--- config.mk ---
export PLATFORM = sky130hd
export DESIGN_NAME = pix_point_map
export DESIGN_NICKNAME = d
export VERILOG_FILES = /design/src/rtl/pix_map_pkg.sv /design/src/rtl/pix_frame_cfg.sv /design/src/rtl/pix_lane_map.sv /design/src/rtl/pix_out_reg.sv /design/src/rtl/pix_point_map.sv
export SDC_FILE = /design/constraint.sdc
export NUM_CORES = 1
export LEC_CHECK = 0
export BUFFER_PORTS_ARGS = -buffer_cell sky130_fd_sc_hd__buf_2
export CORE_ASPECT_RATIO = 0.8
export CORE_MARGIN = 5
export CORE_UTILIZATION = 35
export DETAILED_ROUTE_END_ITERATION = 10
export PLACE_DENSITY = 0.61
export RECOVER_POWER = 100
export SLEW_MARGIN = 20
export SYNTH_ARGS = -nofsm -noshare
export SYNTH_HDL_FRONTEND = slang
export SYNTH_SLANG_ARGS = --single-unit
--- constraint.sdc ---
create_clock -name clk_i -period 5.3 [get_ports clk_i]
set_clock_uncertainty 0.1 [all_clocks]
set_input_delay 0.795 -clock clk_i [delete_from_list [all_inputs] [get_ports clk_i]]
set_output_delay 0.795 -clock clk_i [all_outputs]
set_load 0.05 [all_outputs]
--- src/rtl/pix_map_pkg.sv ---
package pix_map_pkg;
  typedef enum logic {
    MAP_BRIGHT = 1'b0,
    MAP_NEG    = 1'b1
  } map_op_e;
endpackage

--- src/rtl/pix_frame_cfg.sv ---
// Captures the mapping settings on the first accepted word of each frame.
module pix_frame_cfg #(
  parameter int PIX_W = 8
) (
  input  logic                         clk_i,
  input  logic                         rst_ni,
  input  logic                         accept_i,
  input  logic                         last_i,
  input  logic                         mode_i,
  input  logic [PIX_W-1:0]             bias_i,
  output pix_map_pkg::map_op_e         op_o,
  output logic [PIX_W-1:0]             bias_o
);
  import pix_map_pkg::*;

  logic             sof_q;
  map_op_e          op_q;
  logic [PIX_W-1:0] bias_q;

  always_ff @(posedge clk_i or negedge rst_ni) begin
    if (!rst_ni) begin
      sof_q  <= 1'b1;
      op_q   <= MAP_BRIGHT;
      bias_q <= '0;
    end else if (accept_i) begin
      sof_q <= last_i;
      if (sof_q) begin
        op_q   <= map_op_e'(mode_i);
        bias_q <= bias_i;
      end
    end
  end

  // first word of a frame uses the live settings, later words the captured ones
  assign op_o   = sof_q ? map_op_e'(mode_i) : op_q;
  assign bias_o = sof_q ? bias_i : bias_q;
endmodule

--- src/rtl/pix_lane_map.sv ---
module pix_lane_map #(
  parameter int PIX_W = 8
) (
  input  pix_map_pkg::map_op_e op_i,
  input  logic [PIX_W-1:0]     bias_i,
  input  logic [PIX_W-1:0]     pix_i,
  output logic [PIX_W-1:0]     pix_o
);
  import pix_map_pkg::*;

  localparam int SUM_W = PIX_W + 2;

  logic signed [SUM_W-1:0] sum;

  always_comb begin
    sum = $signed({2'b00, pix_i}) + $signed({{2{bias_i[PIX_W-1]}}, bias_i});
    if (op_i == MAP_NEG) begin
      pix_o = ~pix_i;
    end else if (sum[SUM_W-1]) begin
      pix_o = '0;
    end else if (sum[PIX_W]) begin
      pix_o = '1;
    end else begin
      pix_o = sum[PIX_W-1:0];
    end
  end
endmodule

--- src/rtl/pix_out_reg.sv ---
module pix_out_reg #(
  parameter int W = 32
) (
  input  logic         clk_i,
  input  logic         rst_ni,
  input  logic         in_valid_i,
  input  logic [W-1:0] in_data_i,
  input  logic         in_last_i,
  output logic         in_ready_o,
  output logic         out_valid_o,
  output logic [W-1:0] out_data_o,
  output logic         out_last_o,
  input  logic         out_ready_i
);
  assign in_ready_o = !out_valid_o || out_ready_i;

  always_ff @(posedge clk_i or negedge rst_ni) begin
    if (!rst_ni) begin
      out_valid_o <= 1'b0;
      out_data_o  <= '0;
      out_last_o  <= 1'b0;
    end else if (in_ready_o) begin
      out_valid_o <= in_valid_i;
      if (in_valid_i) begin
        out_data_o <= in_data_i;
        out_last_o <= in_last_i;
      end
    end
  end
endmodule

--- src/rtl/pix_point_map.sv ---
module pix_point_map #(
  parameter int DATA_W = 32,
  parameter int PIX_W  = 8
) (
  input  logic              clk_i,
  input  logic              rst_ni,
  input  logic              mode_i,
  input  logic [PIX_W-1:0]  bias_i,
  input  logic [DATA_W-1:0] s_data_i,
  input  logic              s_valid_i,
  input  logic              s_last_i,
  output logic              s_ready_o,
  output logic [DATA_W-1:0] m_data_o,
  output logic              m_valid_o,
  output logic              m_last_o,
  input  logic              m_ready_i
);
  import pix_map_pkg::*;

  localparam int LANES = DATA_W / PIX_W;

  logic              accept;
  map_op_e           op;
  logic [PIX_W-1:0]  bias;
  logic [DATA_W-1:0] mapped;

  assign accept = s_valid_i && s_ready_o;

  pix_frame_cfg #(.PIX_W(PIX_W)) u_cfg (
    .clk_i    (clk_i),
    .rst_ni   (rst_ni),
    .accept_i (accept),
    .last_i   (s_last_i),
    .mode_i   (mode_i),
    .bias_i   (bias_i),
    .op_o     (op),
    .bias_o   (bias)
  );

  for (genvar g = 0; g < LANES; g++) begin : g_lane
    pix_lane_map #(.PIX_W(PIX_W)) u_lane (
      .op_i   (op),
      .bias_i (bias),
      .pix_i  (s_data_i[g*PIX_W +: PIX_W]),
      .pix_o  (mapped[g*PIX_W +: PIX_W])
    );
  end

  pix_out_reg #(.W(DATA_W)) u_out (
    .clk_i       (clk_i),
    .rst_ni      (rst_ni),
    .in_valid_i  (s_valid_i),
    .in_data_i   (mapped),
    .in_last_i   (s_last_i),
    .in_ready_o  (s_ready_o),
    .out_valid_o (m_valid_o),
    .out_data_o  (m_data_o),
    .out_last_o  (m_last_o),
    .out_ready_i (m_ready_i)
  );
endmodule

==> results.md, run 1 <==
- The internal power of the cells totals 0.00127 W.
- Sorting the synthesized cells by how often they occur yields sky130_fd_sc_hd__dfrtp_1, sky130_fd_sc_hd__a21oi_1, sky130_fd_sc_hd__ha_1, sky130_fd_sc_hd__nand2_1, sky130_fd_sc_hd__o221ai_1.
- After clock tree synthesis, the flow added hold-fix buffers numbering 0.
- Yosys instantiated no cell more often than sky130_fd_sc_hd__dfrtp_1.
- Among all flip-flop cells after synthesis, the most frequent one is sky130_fd_sc_hd__dfrtp_1.
- The path depth of the worst reg2reg path is 7.
- At the worst endpoint, the required time is 5310 ps.
- The placeable core area is 10100 µm².
- The number of max-slew violations in the final report is 45.
- The full die area is 12300 µm².
- Adding up every negative setup slack in the final design gives 0 ps.
- Of the cells placed in the final design, the portion with a size suffix greater than 1 is 17.7%.
- Global routing finished with a remaining overflow of 0.
- STA puts the critical path data arrival time at 3960 ps.
- The total CTS buffers is 5.
- The via count of the first global-routing pass is 3131.
- The iteration count of the initial detailed-routing pass is 4.
- The register area share after synthesis is 30.8%.
- The maximum clock insertion buffer count is 2.
- The number of synthesized flops with an enable pin is 0.
- In this run, the clock network consumes 13.3% of the power.
- The clock net sink count is 44.
- For this design the ratio of total power to cell area is 623 nW/µm².
- The first global-routing pass estimated 15.8 mm of wire.
- The post-detailed-route DRC marker count is 0.
- The count of final setup violators is 0.
- The routed via count divided by cell count is 5.51.
- The final worst setup slack is 1350 ps.
- After clock tree synthesis, the clock-pin slew on the worst setup and hold paths is 60 ps.
- The slew at the pin with the worst max-slew slack is 2400 ps.
- The signal on the critical path passes through mux2_1 -> ha_1 -> a211oi_1 -> o21bai_1 -> a221oi_1 -> mux2i_1 -> o221ai_1.
- On the worst path, the slowest cell contributes a delay of 840 ps.
- In the synthesized netlist the async set-or-reset flop fraction comes to 100%.
- The classification of the worst-slack hold path is reg -> reg.
- At the end of the flow the core is filled with cells to 41.4%.
- In this run the remaining antenna-violating nets after routing total 0.
- In the finished design, the share of the clock period the worst path needs comes to 74.5%.
- Across all hold checks on the routed design, the worst slack comes to 384 ps.
- The height of the die is 100 µm.
- The checks that failed: capacitance limit, slew limit.
- The level count of the clock H-tree is 2.
- The clock period could shrink to 3950 ps.
- The share of total power dissipated in combinational logic is 64.9%.
- The startpoint of the worst-slack reg-to-reg timing path is u_cfg.sof_q.
- The HPWL after detailed placement is 7.48 mm.
- The buffer cell driving the clock tree root is sky130_fd_sc_hd__clkbuf_16.
- The post-synthesis cell area is 3570 µm².
- By area the synthesized netlist is led by sky130_fd_sc_hd__dfrtp_1, sky130_fd_sc_hd__ha_1, sky130_fd_sc_hd__o221ai_1.
- Timing analysis after detailed placement gives a worst setup slack of 1900 ps.
- The top cell type by area accounts for 30.1% of the synthesized area.
- VDD sags by at most 0.000255 V.
- The total routed wirelength is 9.92 mm.
- The post-synth net total is 442.
- The initial antenna violation count is 0.
- The global-route total usage across every layer is 15.9%.
- Setup repair after global routing left no endpoint under its margin.
- During synthesis, Yosys emitted a total of 0 warnings.
- The final RePlAce weighted congestion is 0.829.
- Along the worst hold path, the cell count comes to 2.
- The final hold violation count is 0.
- The die is 123 µm wide.
- The netlist uses 39 different library cells.
- The highest-delay cell along the critical path is sky130_fd_sc_hd__dfstp_1.
- The CTS tree is done.
- The worst hold endpoint is u_out.out_data_o[4].
- For this run, the post-layout net count is 521.
- Counting both buffers and inverters, the worst setup path holds a total of 0.
- The DRC marker count from the first detailed-route iteration is 135.
- The starting utilization of the core area is 35.3%.
- The number of top-level pins is 81.
- The overall power of the completed layout is 0.00261 W.
- At the later pin of the worst-skew pair, clock insertion delay measures 280 ps.
- The leakage power figure is 1.95 nW.
- The synthesized design contains 44 register bits.
- The highest attainable clock frequency is 253 MHz.
- The number of gates resized after CTS was 0.
- The flow ran to the end, but the final reports show violations.
- Broken down by cell family, the worst path's largest delay share belongs to multiplexers.
- In this run the tool buffered the top-level ports with 80 buffer cells.
- Across all register-to-register paths, the minimum setup slack is 1350 ps.
- 0 antenna diodes ended up in the layout.
- The worst setup path is captured at a flip-flop.
- In this run the power spent charging and discharging nets is 0.00134 W.
- After clock tree synthesis, the setup repair step added 0 buffers.
- In this run the most critical hold path is launched from u_out.out_data_o[4].
- The average wire per standard cell is 17.2 µm.
- The mean instance size in the synthesized netlist is 10.0 µm².
- The area added between synthesis and finish is 17.2%.
- Entering global routing, the biggest net connects 45 pins.
- In this run the worst path has a maximum fanout of 11.
- The leading area contributor after synthesis is sky130_fd_sc_hd__dfrtp_1.
- The number of maximum-capacitance constraint violations is 1.
- After floorplanning, the core was divided into 33 placement rows.
- The endpoint of the lowest-slack register-to-register path is u_out.out_data_o[14].
- The switching part of the total power is 51.3%.
- The type of the worst setup path is reg -> reg.
- The worst setup path is launched from a flip-flop.
- Headroom to the max-slew limit came out at -60.0%.
- The total vias in the final route is 3173.
- Synthesis handed over a netlist of 356 instances.
- Sequential cells burn 21.7% of the power.
layer usage:
layer  wire [µm]  GRT usage, %  share of wire [%]
met2        4550          25.2                 46
met3         493          2.82                5.0
met4          72          2.89               0.73
met5           0             0                  0
met1        4800          23.0                 48
cells in the final DEF, fill, tap and decap left out, types with 5 or more instances in the layout:
| master | instances |
|---|---|
| sky130_fd_sc_hd__buf_2 | 44 |
| sky130_fd_sc_hd__a21oi_1 | 38 |
| sky130_fd_sc_hd__a211oi_1 | 8 |
| sky130_fd_sc_hd__a21o_1 | 22 |
| sky130_fd_sc_hd__inv_1 | 9 |
| sky130_fd_sc_hd__xor2_1 | 8 |
| sky130_fd_sc_hd__clkbuf_16 | 5 |
| sky130_fd_sc_hd__mux2_2 | 15 |
| sky130_fd_sc_hd__o21ai_0 | 8 |
| sky130_fd_sc_hd__a221oi_1 | 6 |
| sky130_fd_sc_hd__xnor2_1 | 16 |
| sky130_fd_sc_hd__nand3_1 | 9 |
| sky130_fd_sc_hd__o221ai_1 | 28 |
| sky130_fd_sc_hd__clkbuf_1 | 38 |
| sky130_fd_sc_hd__ha_1 | 36 |
| sky130_fd_sc_hd__dfrtp_1 | 43 |
| sky130_fd_sc_hd__nand2_1 | 36 |
state kept, by name, indices dropped and copies added (netlist names):
register / cells
u_out.out_data_o: 32
u_cfg.bias_q: 8
u_cfg.op_q: 1
u_cfg.sof_q: 1
u_out.out_last_o: 1
u_out.out_valid_o: 1
worst min-delay path: stages, from the launching register on:
cell and delay (ps):
sky130_fd_sc_hd__dfrtp_1 340, sky130_fd_sc_hd__nand2_1 50, sky130_fd_sc_hd__o221ai_1 60
power by group through the flow:
stage	logic, W	registers (W)	clock network (W)
6_report	0.00169	0.000568	0.000348
5_1_grt	0.00184	0.000586	0.000369
4_1_cts	0.00176	0.000567	0.000358
3_5_place_dp	0.00175	0.000569	0
3_3_place_gp	0.00173	0.000564	0
2_1_floorplan	0.000953	0.000978	0
cells by family (layout without fill, tap and decap cells):
group | Yosys count | after routing | synth area share, %
AOI/OAI and AO/OA | 142 | 142 | 29.0
xor gates and xnor gates | 24 | 24 | 5.88
adders and majority gates | 40 | 40 | 14.8
buffers and inverters | 19 | 99 | 2.14
DFF | 44 | 44 | 30.8
muxes | 22 | 22 | 8.30
and+or+nand+nor | 65 | 65 | 9.03
worst max-delay path by stage:
| stage | start | end | slack, ps | cells after the start |
|---|---|---|---|---|
| final | u_cfg.sof_q | u_out.out_data_o[14] | 1350 | 7 |
| after detailed placement | bias_i[1] | u_out.out_data_o[14] | 1900 | 8 |
| after global routing | u_cfg.sof_q | u_out.out_data_o[13] | 1070 | 7 |
| after CTS | u_cfg.sof_q | u_out.out_data_o[14] | 1990 | 7 |
| after floorplan | u_cfg.sof_q | u_out.out_data_o[10] | 2390 | 8 |
| after global placement | bias_i[1] | u_out.out_data_o[14] | 1950 | 8 |
final cells by class:
cell class                      instances  area [µm²]
Fill cell                            1011        5930
Sequential cell                        44        1100
Clock buffer                            6         129
Multi-Input combinational cell        293        2350
Inverter                                9        33.8
Timing Repair Buffer                   82         367
Tap cell                              140         175
Clock inverter                          2        35.0
per-stage QoR:
| step | std cells | cell area [µm²] |
|---|---|---|
| 6_report | 576 | 4190 |
| 5_1_grt | 576 | 4190 |
| 4_1_cts | 576 | 4290 |
| 3_5_place_dp | 568 | 4120 |
| 3_3_place_gp | 568 | 4120 |
| 2_1_floorplan | 356 | 3570 |
Note: power is estimated with default switching activity, not from simulation.
==> run 2: changes to the inputs <==
==> constraint.sdc (replaced) <==
create_clock -name clk_i -period 3.8 [get_ports clk_i]
set_clock_uncertainty 0.1 [all_clocks]
set_input_delay 0.57 -clock clk_i [delete_from_list [all_inputs] [get_ports clk_i]]
set_output_delay 0.57 -clock clk_i [all_outputs]
set_load 0.05 [all_outputs]
==> run 2 against run 1 <==
Worst setup slack got worse by 940 ps. Clock power increased by 28%. Combinational power increased by 42%. Largest power group unchanged. Sequential share of layout area decreased by 0.25 points. Power increased by 39%. Worst hold slack about the same. The flow still finishes with violations (capacitance limit, slew limit). Wire length increased by 2.4%. Highest routed layer unchanged. First-iteration DRC count increased by 4.4%. Via count increased by 1.5%.
==> results.md, run 2 (synthesized netlist as in run 1, its figures left out) <==
- The register with the most flip-flops in the layout has 32 of them.
- The final hold violation count came to 0.
- Relative to the synthesized area, the layout overhead comes to 18.3%.
- Along the worst path, the maximum fanout reaches 11.
- In this run the tightest slew margin relative to its limit is -68.3%.
- For the finished layout, the period the worst path requires is 3380 ps.
- For the pin with the worst max-slew slack, the measured transition is 2520 ps.
- The type of the worst setup path is reg -> reg.
- The final reports fail on capacitance limit, slew limit.
- The total overflow left after global routing is 0.
- The number of buffer cells added on primary ports is 80.
- The filler-free cell count of the finished design is 578.
- The number of cell rows is 33.
- The horizontal die dimension is 123 µm.
- The final antenna-violating net count is 0.
- The iteration count of the initial detailed-routing pass is 4.
- The total CTS buffers is 5.
- The count of final setup violators is 0.
- Routability-driven placement finished with a final weighted congestion of 0.903.
- Counting the fill cells in the layout gives 1020.
- The region available for standard cell placement spans 10100 µm².
- Dividing the detail-routed via count by the number of cells gives 5.57.
- The number of cells in the design after placement is 569.
- The H-tree was split into 2 levels.
- The first global-routing pass estimated 16.3 mm of wire.
- In the final routing, the length of wire on met1 measures 5.02 mm.
- The maximum vdd ir drop is 0.000348 V.
- The CTS tree is done.
- The final period utilization is 89.1%.
- For this design the top-level I/O count stands at 81.
- The category of the worst setup path launch point is a flip-flop.
- The count of hold buffers inserted by post-cts repair is 0.
- The highest-delay cell along the critical path is sky130_fd_sc_hd__dfstp_1.
- The average wire per standard cell is 17.6 µm.
- The length of routed met2 wiring is 4.36 mm.
- The classification of the worst-slack hold path is reg -> reg.
- Once the clock tree was built, the resizer swapped 0 gates to a different size.
- The total met3 wirelength after detailed routing is 609 µm.
- The kind of capture point of the worst setup path is a flip-flop.
- The antenna diode instance count is 0.
- Detailed placement finished with a half-perimeter wire length of 7.62 mm.
- The insertion delay to the later sink of the worst-skew pair is 280 ps.
- The post-detailed-route DRC marker count is 0.
- The starting utilization of the core area is 35.3%.
- In this run the deepest clock path goes through 2 buffers.
- After routing the design area is 4230 µm².
- The flow ran to the end, but the final reports show violations.
- The power per cell area is 859 nW/µm².
- The initial antenna violation count is 0.
- STA puts the critical path data arrival time at 3420 ps.
- After the last flow step, the layout net total stands at 523.
- The largest registers in the layout are u_out.out_data_o x32, u_cfg.bias_q x8.
- The cell area reported after detailed placement is 4130 µm².
- The highest attainable clock frequency is 295 MHz.
- Cells with a size suffix above 1 make up 19.2% of the layout.
- The DRC marker count from the first detailed-route iteration is 141.
- The cell sitting at the root of the clock tree is a sky130_fd_sc_hd__clkbuf_16.
- The signal on the critical path passes through mux2_2 -> ha_1 -> a211oi_1 -> o21bai_1 -> a221oi_2 -> mux2i_4 -> o221ai_1.
- The floorplan step defined a die boundary enclosing 12300 µm².
- Across the run, the number of max-cap violations was 1.
- The total routed wirelength is 10.2 mm.
- The largest register by flop count is u_out.out_data_o.
- The multi-input combinational cells in the finished layout cover a total of 2390 µm².
- From bottom edge to top edge, the die measures 100 µm.
- The leading cell type in the layout, fill and taps excluded is sky130_fd_sc_hd__buf_2.
- Across the whole layout, storage elements account for 1100 µm².
- In this design, the stage delay of the slowest critical-path cell is 790 ps.
- The final route contains 3222 vias.
- The post-CTS clock slew at the launch and capture registers of the worst setup and hold paths is 70 ps.
- The buffer count from post-CTS setup fixing is 0.
- The total negative setup slack is 0 ps.
- The endpoint required time on the critical path is 3830 ps.
- The setup slack after placement is 590 ps.
- Entering global routing, the biggest net connects 45 pins.
- The library cells used most frequently in the layout, excluding fill and tap cells, are sky130_fd_sc_hd__buf_2, sky130_fd_sc_hd__dfrtp_1, sky130_fd_sc_hd__clkbuf_1.
- The number of max-slew violations in the final report is 45.
- Setup slack closes at 416 ps.
- The clock drives 44 sinks.
- The via count of the first global-routing pass was 3235.
- Together, buffers and inverters on the worst path number 0.
- The analysis attributes to cell leakage a power of 1.94 nW.
- The top cell family by delay on the critical path is compound AO/OA/AOI/OAI gates.
- Setup repair after global routing left no endpoint under its margin.
- The uppermost layer routed is met4.
- The global-route total usage across every layer is 16.6%.
[run 2: cell count changes in the layout (fill, tap and decap cells not counted), sizes merged]
cell      delta
buf          +1
clkbuf       +2
bufinv       -1
clkinv       -1
clkinvlp     +1
[run 2: report_power, final]
| group | leakage, nW | switching [W] | internal [W] |
|---|---|---|---|
| registers | 0.540 | 0.000111 | 0.000677 |
| clock network | 0.0701 | 0.000185 | 0.000262 |
| logic | 1.33 | 0.00159 | 0.000807 |
| total | 1.94 | 0.00189 | 0.00175 |
[run 2: area by class of cell]
| class | instances | share of cell area, % |
|---|---|---|
| Tap cell | 140 | 4.14 |
| Timing Repair Buffer | 84 | 8.94 |
| Clock buffer | 7 | 3.37 |
| Sequential cell | 44 | 26.1 |
| Multi-Input combinational cell | 293 | 56.5 |
| Inverter | 9 | 0.799 |
| Clock inverter | 1 | 0.178 |
[run 2: path summary, 6_finish.rpt]
path	slack, ps	cells past startpoint	start	end
max reg2reg	420	7	u_cfg.sof_q	u_out.out_data_o[8]
max in group asynchronous	1200	1	rst_ni	u_cfg.bias_q[1]
max	420	7	u_cfg.sof_q	u_out.out_data_o[8]
min reg2reg	380	2	u_out.out_last_o	u_out.out_last_o
min	380	2	u_out.out_last_o	u_out.out_last_o
min in group asynchronous	970	1	rst_ni	u_out.out_data_o[30]
[run 2: tightest hold or removal path: stages, from the launching register on]
cell and delay [ps]:
sky130_fd_sc_hd__dfrtp_1 340, sky130_fd_sc_hd__nand2_1 50, sky130_fd_sc_hd__nand2_1 60
[run 2: metal layers]
metal / vias to the layer above / GRT usage [%]
met4: 0 / 4.60
met2: 109 / 26.0
li1: 1558 / -
met3: 14 / 2.70
met5: - / 0
met1: 1541 / 23.8
[run 2: stage by stage]
| stage | power, W | hold WS (ps) | utilization (%) |
|---|---|---|---|
| after floorplan | 0.00269 | 174 | - |
| after global placement | 0.00321 | 364 | 40.8 |
| after detailed placement | 0.00323 | 367 | 40.8 |
| after CTS | 0.00370 | 385 | 42.3 |
| after global routing | 0.00390 | 401 | 41.8 |
| final | 0.00363 | 383 | 41.8 |
